$ cat src/rtl/cfgrx_pkg.sv
package cfgrx_pkg;

    localparam int unsigned CFGRX_NREG  = 8;
    localparam int unsigned CFGRX_REGW  = 8;
    localparam logic [7:0]  CFGRX_ADDR  = 8'hD2;
    localparam logic [CFGRX_NREG*CFGRX_REGW-1:0] CFGRX_RESET = 64'h0F00_FFFF_7E3C_A55A;

    typedef enum logic [2:0] {
        FR_IDLE,
        FR_ADDR,
        FR_CMD,
        FR_CNT,
        FR_DATA,
        FR_SKIP
    } frame_st_t;

    function automatic logic addr_hit(input logic [7:0] b);
        return b == CFGRX_ADDR;
    endfunction

endpackage

$ cat src/rtl/cfgrx_bus_sync.sv
module cfgrx_bus_sync #(
    parameter int unsigned STAGES = 2
) (
    input  logic clk,
    input  logic rst,
    input  logic scl_i,
    input  logic sda_i,
    output logic sda_lvl,
    output logic scl_rise,
    output logic scl_fall,
    output logic bus_start,
    output logic bus_stop
);
    localparam int unsigned NLINE = 2;

    logic [NLINE-1:0] raw;
    logic [NLINE-1:0] cur;
    logic [NLINE-1:0] prev;

    assign raw = {sda_i, scl_i};

    for (genvar g = 0; g < NLINE; g++) begin : g_line
        logic [STAGES-1:0] chain;
        always_ff @(posedge clk) begin
            if (rst) begin
                chain   <= '1;
                prev[g] <= 1'b1;
            end else begin
                chain   <= {chain[STAGES-2:0], raw[g]};
                prev[g] <= chain[STAGES-1];
            end
        end
        assign cur[g] = chain[STAGES-1];
    end

    always_comb begin
        sda_lvl   = cur[1];
        scl_rise  = cur[0] & ~prev[0];
        scl_fall  = ~cur[0] & prev[0];
        bus_start = cur[0] & prev[0] & prev[1] & ~cur[1];
        bus_stop  = cur[0] & prev[0] & ~prev[1] & cur[1];
    end

endmodule

$ cat src/rtl/cfgrx_byte_rx.sv
module cfgrx_byte_rx #(
    parameter int unsigned BITS = 8
) (
    input  logic            clk,
    input  logic            rst,
    input  logic            sda_lvl,
    input  logic            scl_rise,
    input  logic            scl_fall,
    input  logic            bus_start,
    input  logic            bus_stop,
    input  logic            ack_ok,
    output logic            byte_done,
    output logic [BITS-1:0] byte_val,
    output logic            sda_pull
);
    localparam int unsigned CW = $clog2(BITS + 1);
    localparam logic [CW-1:0] FULL = CW'(BITS);
    localparam logic [CW-1:0] LAST = CW'(BITS - 1);

    logic          active;
    logic [CW-1:0] bit_cnt;
    logic          ack_phase;

    always_ff @(posedge clk) begin
        if (rst || bus_stop) begin
            active    <= 1'b0;
            bit_cnt   <= '0;
            ack_phase <= 1'b0;
            sda_pull  <= 1'b0;
            byte_done <= 1'b0;
            if (rst) byte_val <= '0;
        end else if (bus_start) begin
            active    <= 1'b1;
            bit_cnt   <= '0;
            ack_phase <= 1'b0;
            sda_pull  <= 1'b0;
            byte_done <= 1'b0;
        end else begin
            byte_done <= 1'b0;
            if (active) begin
                if (scl_rise && bit_cnt < FULL) begin
                    byte_val <= {byte_val[BITS-2:0], sda_lvl};
                    bit_cnt  <= bit_cnt + 1'b1;
                    if (bit_cnt == LAST) byte_done <= 1'b1;
                end else if (scl_fall && bit_cnt == FULL) begin
                    if (!ack_phase) begin
                        ack_phase <= 1'b1;
                        sda_pull  <= ack_ok;
                    end else begin
                        ack_phase <= 1'b0;
                        sda_pull  <= 1'b0;
                        bit_cnt   <= '0;
                    end
                end
            end
        end
    end

    // the line is pulled only in the acknowledge slot
    p_pull_in_ack_r4: assert property (@(posedge clk) disable iff (rst)
        sda_pull |-> (bit_cnt == FULL && ack_phase));

    // no byte completes without an open transaction
    p_done_needs_start_r2: assert property (@(posedge clk) disable iff (rst)
        byte_done |-> (active && bit_cnt == FULL));

    p_cnt_range_r2: assert property (@(posedge clk) disable iff (rst)
        bit_cnt <= FULL);

endmodule

$ cat src/rtl/cfgrx_frame.sv
module cfgrx_frame
    import cfgrx_pkg::*;
#(
    parameter int unsigned NREG = CFGRX_NREG,
    parameter int unsigned REGW = CFGRX_REGW,
    parameter logic [NREG*REGW-1:0] RESET_VAL = CFGRX_RESET
) (
    input  logic                     clk,
    input  logic                     rst,
    input  logic                     bus_start,
    input  logic                     bus_stop,
    input  logic                     byte_done,
    input  logic [REGW-1:0]          byte_val,
    output logic                     ack_ok,
    output logic [NREG*REGW-1:0]     regs_flat,
    output logic                     upd_stb,
    output logic [$clog2(NREG)-1:0]  upd_idx
);
    localparam int unsigned IW = $clog2(NREG);
    localparam logic [IW-1:0] LAST_IDX = IW'(NREG - 1);

    frame_st_t     st;
    logic [IW-1:0] idx;
    logic [REGW-1:0] bank [NREG];

    always_ff @(posedge clk) begin
        if (rst) begin
            st      <= FR_IDLE;
            idx     <= '0;
            ack_ok  <= 1'b0;
            upd_stb <= 1'b0;
            upd_idx <= '0;
            for (int i = 0; i < NREG; i++) bank[i] <= RESET_VAL[i*REGW +: REGW];
        end else begin
            upd_stb <= 1'b0;
            if (bus_start) begin
                st     <= FR_ADDR;
                idx    <= '0;
                ack_ok <= 1'b0;
            end else if (bus_stop) begin
                st     <= FR_IDLE;
                ack_ok <= 1'b0;
            end else if (byte_done) begin
                case (st)
                    FR_ADDR: begin
                        if (addr_hit(byte_val)) begin
                            st     <= FR_CMD;
                            ack_ok <= 1'b1;
                        end else begin
                            st     <= FR_SKIP;
                            ack_ok <= 1'b0;
                        end
                    end
                    FR_CMD: begin
                        st     <= FR_CNT;
                        ack_ok <= 1'b1;
                    end
                    FR_CNT: begin
                        st     <= FR_DATA;
                        idx    <= '0;
                        ack_ok <= 1'b1;
                    end
                    FR_DATA: begin
                        bank[idx] <= byte_val;
                        upd_stb   <= 1'b1;
                        upd_idx   <= idx;
                        ack_ok    <= 1'b1;
                        if (idx == LAST_IDX) st <= FR_SKIP;
                        else                 idx <= idx + 1'b1;
                    end
                    default: ack_ok <= 1'b0;
                endcase
            end
        end
    end

    for (genvar g = 0; g < NREG; g++) begin : g_out
        assign regs_flat[g*REGW +: REGW] = bank[g];
    end

    // writes come only from the data phase
    p_write_in_data_r6: assert property (@(posedge clk) disable iff (rst)
        upd_stb |-> ($past(st) == FR_DATA));

    // a dropped or finished frame writes nothing more
    p_skip_no_write_r3: assert property (@(posedge clk) disable iff (rst)
        (st == FR_SKIP) |=> !upd_stb);

    // strobe lasts one cycle
    p_stb_single_r7: assert property (@(posedge clk) disable iff (rst)
        upd_stb |=> !upd_stb);

    // the bank moves only together with a strobe
    p_bank_hold_r8: assert property (@(posedge clk) disable iff (rst)
        !upd_stb |-> $stable(regs_flat));

endmodule

$ cat src/rtl/cfg_serial_rx.sv
module cfg_serial_rx
    import cfgrx_pkg::*;
#(
    parameter int unsigned NREG = CFGRX_NREG,
    parameter int unsigned REGW = CFGRX_REGW,
    parameter int unsigned SYNC_STAGES = 2,
    parameter logic [NREG*REGW-1:0] RESET_VAL = CFGRX_RESET
) (
    input  logic                    clk,
    input  logic                    rst,
    input  logic                    scl_i,
    input  logic                    sda_i,
    output logic                    sda_pull_o,
    output logic [NREG*REGW-1:0]    cfg_o,
    output logic                    upd_stb_o,
    output logic [$clog2(NREG)-1:0] upd_idx_o
);
    logic            sda_lvl, scl_rise, scl_fall, bus_start, bus_stop;
    logic            byte_done, ack_ok;
    logic [REGW-1:0] byte_val;

    cfgrx_bus_sync #(.STAGES(SYNC_STAGES)) u_sync (
        .clk       (clk),
        .rst       (rst),
        .scl_i     (scl_i),
        .sda_i     (sda_i),
        .sda_lvl   (sda_lvl),
        .scl_rise  (scl_rise),
        .scl_fall  (scl_fall),
        .bus_start (bus_start),
        .bus_stop  (bus_stop)
    );

    cfgrx_byte_rx #(.BITS(REGW)) u_byte (
        .clk       (clk),
        .rst       (rst),
        .sda_lvl   (sda_lvl),
        .scl_rise  (scl_rise),
        .scl_fall  (scl_fall),
        .bus_start (bus_start),
        .bus_stop  (bus_stop),
        .ack_ok    (ack_ok),
        .byte_done (byte_done),
        .byte_val  (byte_val),
        .sda_pull  (sda_pull_o)
    );

    cfgrx_frame #(.NREG(NREG), .REGW(REGW), .RESET_VAL(RESET_VAL)) u_frame (
        .clk       (clk),
        .rst       (rst),
        .bus_start (bus_start),
        .bus_stop  (bus_stop),
        .byte_done (byte_done),
        .byte_val  (byte_val),
        .ack_ok    (ack_ok),
        .regs_flat (cfg_o),
        .upd_stb   (upd_stb_o),
        .upd_idx   (upd_idx_o)
    );

endmodule

$ cat config.mk
export PLATFORM = sky130hd
export DESIGN_NAME = cfg_serial_rx
export DESIGN_NICKNAME = d
export VERILOG_FILES = /design/src/rtl/cfgrx_pkg.sv /design/src/rtl/cfgrx_bus_sync.sv /design/src/rtl/cfgrx_byte_rx.sv /design/src/rtl/cfgrx_frame.sv /design/src/rtl/cfg_serial_rx.sv
export SDC_FILE = /design/constraint.sdc
export NUM_CORES = 1
export LEC_CHECK = 0
export ABC_CLOCK_PERIOD_IN_PS = 2500
export CAP_MARGIN = 20
export CORE_MARGIN = 2
export CORE_UTILIZATION = 52
export DETAILED_ROUTE_END_ITERATION = 10
export GPL_ROUTABILITY_DRIVEN = 0
export PLACE_DENSITY_LB_ADDON = 0.05
export SETUP_SLACK_MARGIN = 0.4
export SLEW_MARGIN = 15
export SYNTH_ARGS = -nofsm -noshare
export SYNTH_HDL_FRONTEND = slang
export SYNTH_HIERARCHICAL = 1
export SYNTH_SLANG_ARGS = --single-unit
$ cat constraint.sdc
create_clock -name clk -period 2.5 [get_ports clk]
set_input_delay 0.375 -clock clk [delete_from_list [all_inputs] [get_ports clk]]
set_output_delay 0.375 -clock clk [all_outputs]
set_load 0.01 [all_outputs]
==> metrics.cfg <==
[die]
dieArea_mm2=0.00854
ios=73
dieWidth_um=92.4
core_area_mm2=0.00765
rows=32
fp.dieH_um=92.4
initial_core_util_pct=53.2

[yosys]
synth_warnings=6
synth_largest_area_cell=edfxtp_1
synth_cell_types=49
ys.flop_type=edfxtp_1
synth_edf_count=72
async_reset_ff_share_pct=0
yosys-top-cells-area=edfxtp_1, dfxtp_1, and2_1, or2_1, nand2b_1
yosysTopAreaCellShare_pct=53.2
yosysSeqAreaShare_pct=65.5
netlist_area_mm2=0.00407
syn_inst=311
avgSynthCellArea_um2=13.1
ys_ff_latch=97
synth_nets=319

[global_route]
grtUsageTotal_pct=20.3
grt-ovfl-total=0
grt_max_degree=17
grt_pass1_vias=2536
antenna_found_initial=0
grt_pass1_wl_mm=13.1

[outcome]
run_status=finished, final reports clean

[critical_path]
cp-end-kind=flip-flop
path_class=flip-flop to flip-flop
rr_worst_depth=5
rr_startpoint=u_sync/g_line[0].chain[1]
crit_buf_inv=1
path_cells=and4b_2 > or3b_4 > buf_4 > nor4_2 > and2_1
cpPeakStageDelay_ns=0.55
rr_endpoint=u_frame/bank[6][6]
cp_top_family=simple AND/OR/NAND/NOR gates
worst-endpoint-arrival_ns=2.32
critPathRequiredTime_ns=2.73
critPathLaunchType=flip-flop
crit_slowest_cell=nor4_2
r2r_slack_ns=0.41
cp_max_fo=8

[drt]
first_iter_violations=199
vias=2679
drt-vias-per-instance=5.32
totalWireLength_mm=8.20
first_pass_iters=4
drc=0
postRouteAntennaNets=0
wl_per_cell_um=16.3

[placement]
dp_hpwl_mm=5.69
port_buffers=72

[sta]
slew_headroom_pct=60.8
report.final.setup_viol=0
fmaxAchievable_mhz=479
tns_ns=0
whs_ns=0.411
fin_skew_ns=0.0119
rsz0062_at_grt=true
slew_violations=0
tightest_slew_ns=0.583
period_share_pct=83.6
fin_crit_ns=2.09
hold_violations=0

[worst_hold_path]
min_to=u_sync/g_line[0].chain[1]
holdPathStages=1
worstHoldPathType=flip-flop to flip-flop
hold_start=u_sync/g_line[0].chain[0]

[clock_tree]
cts_buffer_depth=2
holdBufCountCts=0
htree_levels=3
clock_tree.root_cell=clkbuf_8
clock-sinks=97
clock_latency_ns=0.36
cts_tree=built
clk_pin_slew_ns=0.09
cts_buffers=9

[job]
drv_cap=0

[power_and_ir_drop]
leakage_nw=1.78
ir_worst_vdd_v=0.000352
p_per_area_mw_per_mm2=609

[cells_and_area]
area_growth_pct=28.7
final_layout_size_suffix_gt1_share_pct=13.2
final_nets=405
antenna_cells=0

==> per-stage QoR <==
stage	setup WS (ns)	util, %	cells	total power, mW	instance area [um^2]
after floorplan	0.379	-	311	1.92	4080
after global placement	0.407	64.6	485	2.03	4940
after detailed placement	0.351	64.6	485	2.03	4940
after CTS	0.388	68.1	503	3.21	5210
after global routing	0.250	68.4	504	3.28	5230
final	0.411	68.4	504	3.19	5230
==> per-layer routing <==
metal | GRT usage, % | share of wire [%]
met1 | 26.6 | 44
met2 | 33.8 | 50
met3 | 3.50 | 5.0
met4 | 7.96 | 1.3
met5 | 0 | 0
==> flip-flops by register name, summed over array words and instances (netlist names), 2 cells and up <==
register	flops
u_sync/prev	2
u_byte/byte_val	8
u_frame/upd_idx	3
u_frame/bank	64
u_byte/bit_cnt	4
u_frame/idx	3
u_sync/g_line.chain	4
u_frame/st	3
==> cells in the final DEF, fill, tap and decap left out, drive strengths merged, types with 3 or more instances in the layout <==
cell / netlist / layout
mux2i: 3 / 3
clkbuf: 7 / 9
clkinv: 0 / 3
bufinv: 0 / 3
nand2b: 20 / 20
o21bai: 4 / 4
o21ai: 8 / 8
a21oi: 10 / 10
nand4: 5 / 5
nand2: 11 / 11
or4: 3 / 3
or2: 25 / 25
dfxtp: 25 / 25
nor2b: 8 / 8
nand3b: 3 / 3
nor2: 12 / 12
edfxtp: 72 / 72
nor3b: 3 / 3
ha: 4 / 4
nor3: 4 / 4
clkdlybuf4s50: 0 / 72
and2: 28 / 28
nand3: 5 / 5
nor4: 5 / 5
inv: 9 / 10
buf: 6 / 16
or3: 3 / 3
a21o: 4 / 4
==> worst max-delay path by stage <==
stage	slack, ns	to	cells past startpoint	start
final	0.41	u_frame/bank[6][6]	5	u_sync/g_line[0].chain[1]
after floorplan	0.38	u_frame/bank[5][1]	5	u_sync/g_line[1].chain[1]
after detailed placement	0.35	u_frame/bank[4][4]	4	u_sync/g_line[0].chain[1]
after CTS	0.39	u_frame/bank[6][0]	5	u_sync/g_line[0].chain[1]
after global placement	0.41	u_frame/bank[6][7]	5	u_sync/g_line[0].chain[1]
after global routing	0.25	u_frame/bank[2][4]	5	u_sync/prev[0]
==> Yosys cell counts, drive strengths merged (5+ instances only) <==
| library cell | instances |
|---|---|
| nor4 | 5 |
| inv | 9 |
| a21oi | 10 |
| edfxtp | 72 |
| nor2b | 8 |
| nor2 | 12 |
| or2 | 25 |
| dfxtp | 25 |
| o21ai | 8 |
| and2 | 28 |
| nand2b | 20 |
| nand4 | 5 |
| nand2 | 11 |
| nand3 | 5 |
| clkbuf | 7 |
| buf | 6 |
==> report_power, final <==
part           switching, mW  internal [mW]
clock                  0.528          0.665
sequential            0.0286           1.77
combinational         0.0971         0.0982
total                  0.654           2.53
==> layout make-up <==
cell class / instances / area [um^2]
flip-flops and latches: 97 / 2670
fillers: 549 / 2410
multi-input cells: 192 / 1320
repair buffers: 88 / 841
well taps: 102 / 128
clock buffers: 9 / 124
clock inverters: 7 / 116
inverters: 9 / 33.8
==> cells by family after synthesis <==
kind of cell	Yosys count	synth area share [%]
compound gates	36	5.85
fa+ha+maj	4	1.23
mux	3	0.738
simple gates	149	24.1
flops	97	65.5
buf+inv	22	2.65
==> repair_timing <==
action / CTS / global route
buffers inserted: 2 / 1
setup endpoints to repair: 60 / 41
resized for setup: 3 / 7
pin swaps: 2 / 3
No activity file was read; power rests on OpenSTA's default activity.
